## config.mk

```make
export PLATFORM = sky130hd
export DESIGN_NAME = eeprom_wr_frontend
export DESIGN_NICKNAME = d
export VERILOG_FILES = /design/src/rtl/eeprom_wr_pkg.sv /design/src/rtl/bus_line_sync.sv /design/src/rtl/bus_cond_detect.sv /design/src/rtl/word_addr_ctr.sv /design/src/rtl/wr_rx_fsm.sv /design/src/rtl/eeprom_wr_frontend.sv
export SDC_FILE = /design/constraint.sdc
export NUM_CORES = 1
export LEC_CHECK = 0
export ABC_CLOCK_PERIOD_IN_PS = 4900
export BUFFER_PORTS_ARGS = -buffer_cell sky130_fd_sc_hd__buf_2
export CORE_ASPECT_RATIO = 0.9
export CORE_MARGIN = 2
export CORE_UTILIZATION = 60
export CTS_BUF_LIST = sky130_fd_sc_hd__clkbuf_16
export CTS_CLUSTER_SIZE = 20
export DETAILED_ROUTE_END_ITERATION = 12
export PLACE_DENSITY = 0.81
export SYNTH_ARGS = -nofsm -noshare
export SYNTH_HDL_FRONTEND = slang
export SYNTH_SLANG_ARGS = --single-unit
```

## constraint.sdc

```tcl
create_clock -name clk -period 4.9 [get_ports clk]
set_input_delay 1.47 -clock clk [delete_from_list [all_inputs] [get_ports clk]]
set_output_delay 1.47 -clock clk [all_outputs]
set_load 0.005 [all_outputs]
```

## src/rtl/eeprom_wr_pkg.sv

```systemverilog
package eeprom_wr_pkg;

   localparam int BYTE_W = 8;
   localparam int BITCNT_W = 4;

   typedef enum logic [2:0] {
      RX_IDLE,
      RX_CTRL,
      RX_ADDR_HI,
      RX_ADDR_LO,
      RX_DATA,
      RX_SKIP
   } rx_state_t;

   typedef struct packed {
      logic ack;
      logic load_hi;
      logic load_lo;
      logic emit;
      logic ctrl_eval;
   } byte_action_t;

endpackage

```

## src/rtl/bus_line_sync.sv

```systemverilog
module bus_line_sync #(
   parameter int W = 2,
   parameter int STAGES = 2,
   parameter logic [W-1:0] RST_VAL = '1
) (
   input  logic         clk,
   input  logic         rst_n,
   input  logic [W-1:0] d_in,
   output logic [W-1:0] q_out
);

   generate
      if (STAGES < 2) begin : g_bad
         $error("bus_line_sync: STAGES must be at least 2");
      end
   endgenerate

   logic [W-1:0] stage_q [STAGES];

   genvar s;
   generate
      for (s = 0; s < STAGES; s++) begin : g_stage
         if (s == 0) begin : g_first
            always_ff @(posedge clk or negedge rst_n) begin
               if (!rst_n) stage_q[s] <= RST_VAL;
               else        stage_q[s] <= d_in;
            end
         end else begin : g_next
            always_ff @(posedge clk or negedge rst_n) begin
               if (!rst_n) stage_q[s] <= RST_VAL;
               else        stage_q[s] <= stage_q[s-1];
            end
         end
      end
   endgenerate

   assign q_out = stage_q[STAGES-1];

endmodule

```

## src/rtl/bus_cond_detect.sv

```systemverilog
module bus_cond_detect (
   input  logic clk,
   input  logic rst_n,
   input  logic scl_s,
   input  logic sda_s,
   output logic scl_rise,
   output logic scl_fall,
   output logic start_det,
   output logic stop_det
);

   logic scl_d, sda_d;

   always_ff @(posedge clk or negedge rst_n) begin
      if (!rst_n) begin
         scl_d <= 1'b1;
         sda_d <= 1'b1;
      end else begin
         scl_d <= scl_s;
         sda_d <= sda_s;
      end
   end

   assign scl_rise  = scl_s & ~scl_d;
   assign scl_fall  = ~scl_s & scl_d;
   assign start_det = scl_s & scl_d & sda_d & ~sda_s;
   assign stop_det  = scl_s & scl_d & ~sda_d & sda_s;

endmodule

```

## src/rtl/word_addr_ctr.sv

```systemverilog
module word_addr_ctr #(
   parameter int ADDR_W = 15,
   parameter int PAGE_W = 6,
   parameter bit WRAP_PAGE = 1'b1
) (
   input  logic              clk,
   input  logic              rst_n,
   input  logic              hi_we,
   input  logic              lo_we,
   input  logic              step,
   input  logic [7:0]        byte_in,
   output logic [ADDR_W-1:0] addr_o
);

   localparam int HI_W = ADDR_W - 8;
   localparam logic [7:0] HI_MASK = 8'((1 << HI_W) - 1);

   generate
      if (ADDR_W < 9 || ADDR_W > 16) begin : g_bad_addr
         $error("word_addr_ctr: ADDR_W must be 9..16");
      end
      if (PAGE_W < 1 || PAGE_W > ADDR_W) begin : g_bad_page
         $error("word_addr_ctr: PAGE_W out of range");
      end
   endgenerate

   logic [7:0]        hi_q;
   logic [ADDR_W-1:0] addr_q;
   logic [ADDR_W-1:0] addr_next;

   generate
      if (WRAP_PAGE && PAGE_W < ADDR_W) begin : g_wrap
         always_comb begin
            addr_next = addr_q;
            addr_next[PAGE_W-1:0] = addr_q[PAGE_W-1:0] + {{(PAGE_W-1){1'b0}}, 1'b1};
         end
      end else begin : g_linear
         always_comb addr_next = addr_q + {{(ADDR_W-1){1'b0}}, 1'b1};
      end
   endgenerate

   always_ff @(posedge clk or negedge rst_n) begin
      if (!rst_n) begin
         hi_q   <= '0;
         addr_q <= '0;
      end else begin
         if (hi_we) hi_q <= byte_in & HI_MASK;
         if (lo_we) addr_q <= ADDR_W'({hi_q, byte_in});
         else if (step) addr_q <= addr_next;
      end
   end

   assign addr_o = addr_q;

endmodule

```

## src/rtl/wr_rx_fsm.sv

```systemverilog
module wr_rx_fsm
   import eeprom_wr_pkg::*;
#(
   parameter int STRAP_W = 3,
   parameter logic [3:0] TYPE_CODE = 4'b1010
) (
   input  logic               clk,
   input  logic               rst_n,
   input  logic               scl_rise,
   input  logic               scl_fall,
   input  logic               start_det,
   input  logic               stop_det,
   input  logic               sda_s,
   input  logic [STRAP_W-1:0] strap,
   input  logic               busy,
   output logic               pull_low,
   output logic               hi_we,
   output logic               lo_we,
   output logic               emit,
   output logic               ctrl_decide,
   output logic [7:0]         rx_byte
);

   generate
      if (STRAP_W != 3) begin : g_bad_strap
         $error("wr_rx_fsm: control byte holds exactly three strap bits");
      end
   endgenerate

   rx_state_t     state_q, state_n;
   logic [BITCNT_W-1:0] bitcnt_q;
   logic          ack_phase_q;
   logic [7:0]    shreg_q;
   byte_action_t  act;
   logic          ctrl_match;
   logic          byte_done;

   assign byte_done  = scl_fall && !ack_phase_q && (bitcnt_q == 4'd8);
   assign ctrl_match = (shreg_q[7:4] == TYPE_CODE) && (shreg_q[3:1] == strap) && !busy;

   always_comb begin
      act     = '0;
      state_n = state_q;
      unique case (state_q)
         RX_CTRL: begin
            act.ctrl_eval = 1'b1;
            act.ack       = ctrl_match;
            state_n       = (ctrl_match && !shreg_q[0]) ? RX_ADDR_HI : RX_SKIP;
         end
         RX_ADDR_HI: begin
            act.ack     = 1'b1;
            act.load_hi = 1'b1;
            state_n     = RX_ADDR_LO;
         end
         RX_ADDR_LO: begin
            act.ack     = 1'b1;
            act.load_lo = 1'b1;
            state_n     = RX_DATA;
         end
         RX_DATA: begin
            act.ack  = 1'b1;
            act.emit = 1'b1;
         end
         RX_SKIP: state_n = RX_SKIP;
         default: state_n = RX_IDLE;
      endcase
   end

   always_ff @(posedge clk or negedge rst_n) begin
      if (!rst_n) begin
         state_q     <= RX_IDLE;
         bitcnt_q    <= '0;
         ack_phase_q <= 1'b0;
         shreg_q     <= '0;
         pull_low    <= 1'b0;
         hi_we       <= 1'b0;
         lo_we       <= 1'b0;
         emit        <= 1'b0;
         ctrl_decide <= 1'b0;
      end else begin
         hi_we       <= 1'b0;
         lo_we       <= 1'b0;
         emit        <= 1'b0;
         ctrl_decide <= 1'b0;
         if (stop_det) begin
            state_q     <= RX_IDLE;
            bitcnt_q    <= '0;
            ack_phase_q <= 1'b0;
            pull_low    <= 1'b0;
         end else if (start_det) begin
            state_q     <= RX_CTRL;
            bitcnt_q    <= '0;
            ack_phase_q <= 1'b0;
            pull_low    <= 1'b0;
         end else if (state_q != RX_IDLE) begin
            if (scl_rise && !ack_phase_q && bitcnt_q < 4'd8) begin
               shreg_q  <= {shreg_q[6:0], sda_s};
               bitcnt_q <= bitcnt_q + 4'd1;
            end else if (byte_done) begin
               ack_phase_q <= 1'b1;
               pull_low    <= act.ack;
               state_q     <= state_n;
               hi_we       <= act.load_hi;
               lo_we       <= act.load_lo;
               emit        <= act.emit;
               ctrl_decide <= act.ctrl_eval;
            end else if (scl_fall && ack_phase_q) begin
               ack_phase_q <= 1'b0;
               bitcnt_q    <= '0;
               pull_low    <= 1'b0;
            end
         end
      end
   end

   assign rx_byte = shreg_q;

endmodule

```

## src/rtl/eeprom_wr_frontend.sv

```systemverilog
module eeprom_wr_frontend
   import eeprom_wr_pkg::*;
#(
   parameter int SYNC_STAGES = 2,
   parameter int ADDR_W = 15,
   parameter int PAGE_W = 6,
   parameter bit WRAP_PAGE = 1'b1,
   parameter int STRAP_W = 3,
   parameter logic [3:0] TYPE_CODE = 4'b1010
) (
   input  logic               clk,
   input  logic               rst_n,
   input  logic               scl_in,
   input  logic               sda_in,
   input  logic [STRAP_W-1:0] dev_strap,
   input  logic               engine_busy,
   output logic               sda_pull_low,
   output logic               wr_valid,
   output logic [ADDR_W-1:0]  wr_addr,
   output logic [7:0]         wr_data
);

   generate
      if (SYNC_STAGES < 2) begin : g_bad_sync
         $error("eeprom_wr_frontend: SYNC_STAGES must be at least 2");
      end
   endgenerate

   logic [1:0] lines_s;
   logic       scl_s, sda_s;
   logic       scl_rise, scl_fall, start_det, stop_det;
   logic       hi_we, lo_we, emit, ctrl_decide;
   logic [7:0] rx_byte;
   logic [ADDR_W-1:0] cur_addr;

   bus_line_sync #(.W(2), .STAGES(SYNC_STAGES), .RST_VAL(2'b11)) u_sync (
      .clk   (clk),
      .rst_n (rst_n),
      .d_in  ({scl_in, sda_in}),
      .q_out (lines_s)
   );

   assign scl_s = lines_s[1];
   assign sda_s = lines_s[0];

   bus_cond_detect u_cond (
      .clk       (clk),
      .rst_n     (rst_n),
      .scl_s     (scl_s),
      .sda_s     (sda_s),
      .scl_rise  (scl_rise),
      .scl_fall  (scl_fall),
      .start_det (start_det),
      .stop_det  (stop_det)
   );

   wr_rx_fsm #(.STRAP_W(STRAP_W), .TYPE_CODE(TYPE_CODE)) u_fsm (
      .clk         (clk),
      .rst_n       (rst_n),
      .scl_rise    (scl_rise),
      .scl_fall    (scl_fall),
      .start_det   (start_det),
      .stop_det    (stop_det),
      .sda_s       (sda_s),
      .strap       (dev_strap),
      .busy        (engine_busy),
      .pull_low    (sda_pull_low),
      .hi_we       (hi_we),
      .lo_we       (lo_we),
      .emit        (emit),
      .ctrl_decide (ctrl_decide),
      .rx_byte     (rx_byte)
   );

   word_addr_ctr #(.ADDR_W(ADDR_W), .PAGE_W(PAGE_W), .WRAP_PAGE(WRAP_PAGE)) u_addr (
      .clk     (clk),
      .rst_n   (rst_n),
      .hi_we   (hi_we),
      .lo_we   (lo_we),
      .step    (emit),
      .byte_in (rx_byte),
      .addr_o  (cur_addr)
   );

   always_ff @(posedge clk or negedge rst_n) begin
      if (!rst_n) begin
         wr_valid <= 1'b0;
         wr_addr  <= '0;
         wr_data  <= '0;
      end else begin
         wr_valid <= emit;
         if (emit) begin
            wr_addr <= cur_addr;
            wr_data <= rx_byte;
         end
      end
   end

endmodule

```

After elaboration in Yosys (flattened, before gate mapping)
Index checks and enable logic that the tools add are counted.

Register bits after elaboration: 72. Latch bits: 0. Memory bits (writable): 0. ROM bits: 0. Bits of input ports: 8. Memories: 0.

Add/sub/neg operators: 2. $mul: 0. Div/mod/pow operators: 0. $lt $le $gt $ge: 1. Eq/ne operators: 11. Shift operators: 0. Mux-type cells: 45. Bitwise operators: 13. Reductions and logical operators: 22.

Operator list (count): 1-bit two-way mux (29); 4-bit two-way mux (6); 3-bit two-way mux (6); 15-bit two-way mux (1); 3-bit one-hot mux with 5 select lines (1); 3-bit nonzero test (3); 4-bit == test (second input constant) (2); 1-bit logical AND (8); 4-bit AND reduction (2); 4-bit nonzero test (2); 1-bit bitwise AND (7); 6-bit by 1-bit adder with 6-bit output (second input constant) (1); 3-bit by 2-bit == test with 1-bit output (second input constant) (2); 3-bit == test (second input constant) (2); 6-bit two-way mux (1); 3-bit inequality test (second input constant) (2); 1-bit NOT (6); 3-bit AND reduction (2); 4-bit by 1-bit adder with 4-bit output (second input constant) (1); 4-bit less-than comparator (second input constant) (1); 4-bit inequality test (second input constant) (1); 3-bit by 1-bit == test with 1-bit output (second input constant) (1); 3-bit == test (1); 1-bit zero test (3); other kinds (3) (3).

Depth between registers and ports, before layout
Depth after elaboration: 11. Gate-level depth with buffers: 6. Depth with buffers taken out: 6.

Hierarchy
Synthesis repeated with hierarchy kept, for this count alone.

Cell total of the unflattened synthesis: 229. Area, all modules: 3088.0 µm².

By module, submodules not included: wr_rx_fsm (times used 1, cells an instance 102, area an instance 1104.8 µm²); word_addr_ctr (times used 1, cells an instance 66, area an instance 895.9 µm²); eeprom_wr_frontend (times used 1, cells an instance 49, area an instance 882.1 µm²); bus_line_sync (times used 1, cells an instance 6, area an instance 120.1 µm²); bus_cond_detect (times used 1, cells an instance 6, area an instance 85.1 µm²).

Least setup slack after synthesis
Ideal clock, no wire load.

Path type: input to register. From: input dev_strap[1]. To: register u_fsm.state_q[0]. Setup time: 124 ps. Arrival: 2173 ps. Path slack: 2603 ps. Stages on the path: 4. Path buffers: 0. Path through: xor2_1 > nor2_1 > nand4b_1 > a211o_1.

Cells in the longest elaborated chain, start to end: 11.

RTL lines: start: declaration (RTL line eeprom_wr_frontend.sv:15) `input logic [STRAP_W-1:0] dev_strap,`; 3-bit == test (RTL line wr_rx_fsm.sv:39) `assign ctrl_match = (shreg_q[7:4] == TYPE_CODE) && (shreg_q[3:1] == strap) && !busy;`; 1-bit logical AND (2 in series) (RTL line wr_rx_fsm.sv:39); 1-bit logical AND (RTL line wr_rx_fsm.sv:48) `state_n = (ctrl_match && !shreg_q[0]) ? RX_ADDR_HI : RX_SKIP;`; 3-bit two-way mux (RTL line wr_rx_fsm.sv:48); 3-bit one-hot mux with 5 select lines (RTL line wr_rx_fsm.sv:44) `unique case (state_q)`; 3-bit two-way mux (RTL line wr_rx_fsm.sv:99) `end else if (byte_done) begin`; 3-bit two-way mux (RTL line wr_rx_fsm.sv:96) `if (scl_rise && !ack_phase_q && bitcnt_q < 4'd8) begin`; 3-bit two-way mux (RTL line wr_rx_fsm.sv:95) `end else if (state_q != RX_IDLE) begin`; 3-bit two-way mux (RTL line wr_rx_fsm.sv:90) `end else if (start_det) begin`; 3-bit two-way mux (RTL line wr_rx_fsm.sv:85) `if (stop_det) begin`; end signal: assignment (RTL line wr_rx_fsm.sv:102) `state_q <= state_n;`; end: declaration (RTL line wr_rx_fsm.sv:30) `rx_state_t state_q, state_n;`.

Every way passes these cells. The select of a mux whose other input is x is not followed. A chain may end at the register's enable or synchronous reset.

Worst setup path after layout
From: register wr_addr[9]. To: output wr_addr[9].

RTL lines: start: declaration (RTL line eeprom_wr_frontend.sv:19) `output logic [ADDR_W-1:0] wr_addr,`; start signal: assignment (RTL line eeprom_wr_frontend.sv:93) `wr_addr <= cur_addr;`.

No word-level cell between the ends.

==> summary.txt <==
Run status
  – Status: finished, final reports clean

Critical path
  – Category of the critical setup timing path: register to output port
  – Largest incremental delay on the critical path: 0.38 ns
  – Cell-by-cell listing of the critical path: buf_2
  – Element type at the critical path end: output port
  – Data arrival time of the worst path: ~0.84 ns
  – Buffers plus inverters on the worst setup path: 1
  – Worst setup SP type: register
  – Crit path max-delay family: flip-flops
  – Largest fanout on the critical path: 2
  – Worst EP required: 3.43 ns
  – Highest-delay cell along the critical path: sky130_fd_sc_hd__dfrtp_1

Finish
  – Final core utilization: 0.715
  – Non-Filler Cell Area, Final: 3410 sq um
  – Number of nets in the final layout: between 200 and 300
  – Final antenna diode count: 0
  – Total of fill cells in the finished design: between 300 and 400
  – P&R area growth vs syn: 15.9%
  – Fraction of layout cells with a size suffix above 1: 0.411

Timing
  – Slew @ Worst Pin: approximately 1.2 ns
  – Tcrit/Tclk final: 0.470
  – Final-report hold violation count: 0
  – Crit path setup slack, layout: 2.59 ns
  – Maximum achievable frequency: about 0.43 GHz
  – Final slew viol count: 0
  – Final setup skew: between 0.004 and 0.005 ns
  – Max-slew headroom: 0.214
  – Time the worst path needs with I/O delays and setup: ~2.3 ns
  – Unrepaired setup endpoints after global routing: false
  – Setup violation total in the final timing report: 0
  – Aggregate negative setup slack: 0 ns

Route
  – TritonRoute pass-1 iters: 4
  – Routed via count divided by cell count: 5.59
  – Routed wire length: 5.10 mm
  – Remaining design rule violation count: 0
  – Number of routed nets with antenna violations: 0
  – Count of vias placed by the detailed router: 1777
  – Routed WL per cell: 16.0 um
  – Iteration-0 DRC Markers: 96

Logic synthesis
  – Total nets after synthesis: ~220
  – Number of flops mapped to enable cells by yosys: 0
  – Synth Register Bits: 72
  – Most frequently used flop master after synthesis: sky130_fd_sc_hd__dfrtp_1
  – Mean cell area of the mapped netlist: between 10 and 15 sq um
  – Largest area contributor in the netlist: sky130_fd_sc_hd__dfrtp_1
  – Top area cells in the synthesized netlist: sky130_fd_sc_hd__dfrtp_1 56%, sky130_fd_sc_hd__mux2_2 18%, sky130_fd_sc_hd__dfstp_2 5.4%
  – Sequential share of the synthesized area: 0.615
  – Cell area after synthesis: 2940 sq um
  – Most numerous cell in the Yosys netlist: sky130_fd_sc_hd__dfrtp_1
  – Number of instances in the synthesized netlist: 212
  – Distinct cell type count of the synthesized netlist: 44
  – Syn. warnings: 0
  – Share of synthesized registers carrying an async set or reset: 1.00
  – List of most frequent post-synthesis cells: 66 x sky130_fd_sc_hd__dfrtp_1, 48 x sky130_fd_sc_hd__mux2_2, 13 x sky130_fd_sc_hd__nand2_1
  – Area fraction of the dominant cell type after synthesis: 0.561

Clocking
  – Post-CTS Repair Setup Buffers: 0
  – Post-CTS Resized: 0
  – CTS sink count: 72
  – Clock latency at the later pin of the worst-skew pair: 0.33 ns
  – Bufs on Longest Clock Path: 2
  – Total clock buffers created by CTS: 9
  – Root Buffer: sky130_fd_sc_hd__clkbuf_16
  – H-tree depth: 3
  – Number of buffers inserted by hold repair at cts: 0
  – Clock slew at reported path FFs: 0.05 ns
  – CTS tree: yes

Placed design
  – Routability-driven placement congestion ratio: 0.884
  – Count of input and output buffers: 32
  – Placed wire-length estimate after detailed placement: 3.38 mm
  – Setup Slack @ Placement: approximately 2.4 ns
  – Placed inst area: 3160 sq um

Floorplanning
  – Number of ports placed on the die boundary: 33
  – DIE AREA: 5480 sq um
  – Chip width: 77.8 um
  – Placeable core region: around 4800 sq um
  – Initial core utilization: 0.617
  – Number of placement rows: 24
  – Y dimension of the die: 70.5 um

Power
  – Total design power: 0.00139 W
  – Power density relative to cell area: 408 nW/um^2
  – Leakage dissipation: between 1.5 and 2 nW
  – Largest voltage drop on the vdd net: around 0.33 mV

Global route
  – GRT Residual Overflow: 0
  – Initial antenna violation count: 0
  – First-pass GRT wire length: 8.72 mm
  – GRT Total Usage: 0.213
  – Via count of the first global-routing pass: 1757
  – Maximum number of pins on one net before global-route repair: 50

Hold path
  – Hold Crit Class: register to register

Run
  – Maximum Capacitance Violations: 0
## path summary, 6_finish.rpt
| kind | end | slack [ns] | depth (start not counted) | from |
|---|---|---|---|---|
| worst min register to register | u_sync.q_out[1]$_DFF_PN1_ | 0.36 | 0 | u_sync.stage_q[3]$_DFF_PN1_ |
| worst max-delay path | wr_addr[9] | 2.59 | 1 | wr_addr[9]$_DFFE_PN0P_ |
| max in group asynchronous | wr_addr[7]$_DFFE_PN0P_ | 2.80 | 2 | rst_n |
| min in group asynchronous | u_fsm.pull_low$_DFFE_PN0P_ | 1.11 | 1 | rst_n |
| worst max register to register | u_fsm.rx_byte[5]$_DFFE_PN0P_ | 2.93 | 3 | u_fsm.state_q[1]$_DFFE_PN0P_ |
| worst min-delay path | u_sync.q_out[1]$_DFF_PN1_ | 0.36 | 0 | u_sync.stage_q[3]$_DFF_PN1_ |
## worst register-to-register path, stage by stage, from the launching register on
cell and delay, ns:
sky130_fd_sc_hd__dfrtp_1 0.47, sky130_fd_sc_hd__nor3_1 0.49, sky130_fd_sc_hd__nand2b_1 0.49, sky130_fd_sc_hd__mux2_2 0.40
## area by class of cell
cell class / count / area (sq um) / share of cell area
Multi-Input combinational cell: 127 / 1080 / 0.317
Inverter: 5 / 18.8 / 0.00550
Clock inverter: 7 / 30.0 / 0.00880
Timing Repair Buffer: 33 / 168 / 0.0491
Sequential cell: 72 / 1810 / 0.530
Clock buffer: 9 / 225 / 0.0660
Tap cell: 65 / 81.3 / 0.0238
## per-stage QoR
stage | cells | hold WS [ns]
after floorplan | 212 | 0.345
after global placement | 302 | 0.346
after detailed placement | 302 | 0.348
after CTS | 318 | 0.356
after global routing | 318 | 0.358
final | 318 | 0.355
## state kept, by name, indices dropped and copies added, names as in the netlist
signal,cells
u_addr.addr_o,15
u_addr.hi_q,7
u_cond.scl_d,1
u_cond.sda_d,1
u_fsm.ack_phase_q,1
u_fsm.bitcnt_q,4
u_fsm.emit,1
u_fsm.hi_we,1
u_fsm.lo_we,1
u_fsm.pull_low,1
u_fsm.rx_byte,8
u_fsm.state_q,3
u_sync.q_out,2
u_sync.stage_q,2
wr_addr,15
wr_data,8
wr_valid,1
## logic make-up after synthesis
kind of cell | Yosys count | synth area share
buf+inv | 13 | 0.0183
fa+ha+maj | 3 | 0.0128
simple gates | 42 | 0.0833
mux | 49 | 0.187
xor+xnor | 9 | 0.0268
compound gates | 24 | 0.0574
flops | 72 | 0.615
## layout by cell type (no fill, tap or decap), types with 2 or more instances in the layout
cell	instances
sky130_fd_sc_hd__a21oi_1	2
sky130_fd_sc_hd__xnor2_1	2
sky130_fd_sc_hd__nor2_1	4
sky130_fd_sc_hd__nand2_1	13
sky130_fd_sc_hd__nand3_1	5
sky130_fd_sc_hd__inv_1	6
sky130_fd_sc_hd__mux2_2	48
sky130_fd_sc_hd__nor2b_1	2
sky130_fd_sc_hd__nor3_1	2
sky130_fd_sc_hd__a221o_1	2
sky130_fd_sc_hd__clkinv_2	3
sky130_fd_sc_hd__dfrtp_1	66
sky130_fd_sc_hd__clkinv_1	3
sky130_fd_sc_hd__dfstp_2	6
sky130_fd_sc_hd__and3_1	2
sky130_fd_sc_hd__o21ai_0	8
sky130_fd_sc_hd__nand2b_1	2
sky130_fd_sc_hd__buf_2	32
sky130_fd_sc_hd__clkbuf_16	9
sky130_fd_sc_hd__xor2_1	7
sky130_fd_sc_hd__ha_1	3
sky130_fd_sc_hd__nand4_1	2
## power by group
group	internal, W	total [W]	leakage, nW	switching, W
Combinational	0.0000666	0.000119	0.616	0.0000520
Sequential	0.000643	0.000721	0.967	0.0000781
Clock	0.000332	0.000554	0.133	0.000222
Total	0.00104	0.00139	1.72	0.000352
## layer usage
layer / GRT usage / part of all wire / wire length [um]
met1: 0.288 / 0.45 / 2320
met2: 0.320 / 0.49 / 2500
met3: 0.0775 / 0.043 / 219
met4: 0.0714 / 0.013 / 66
met5: 0 / 0 / 0
Note: power is estimated with default switching activity, not from simulation.
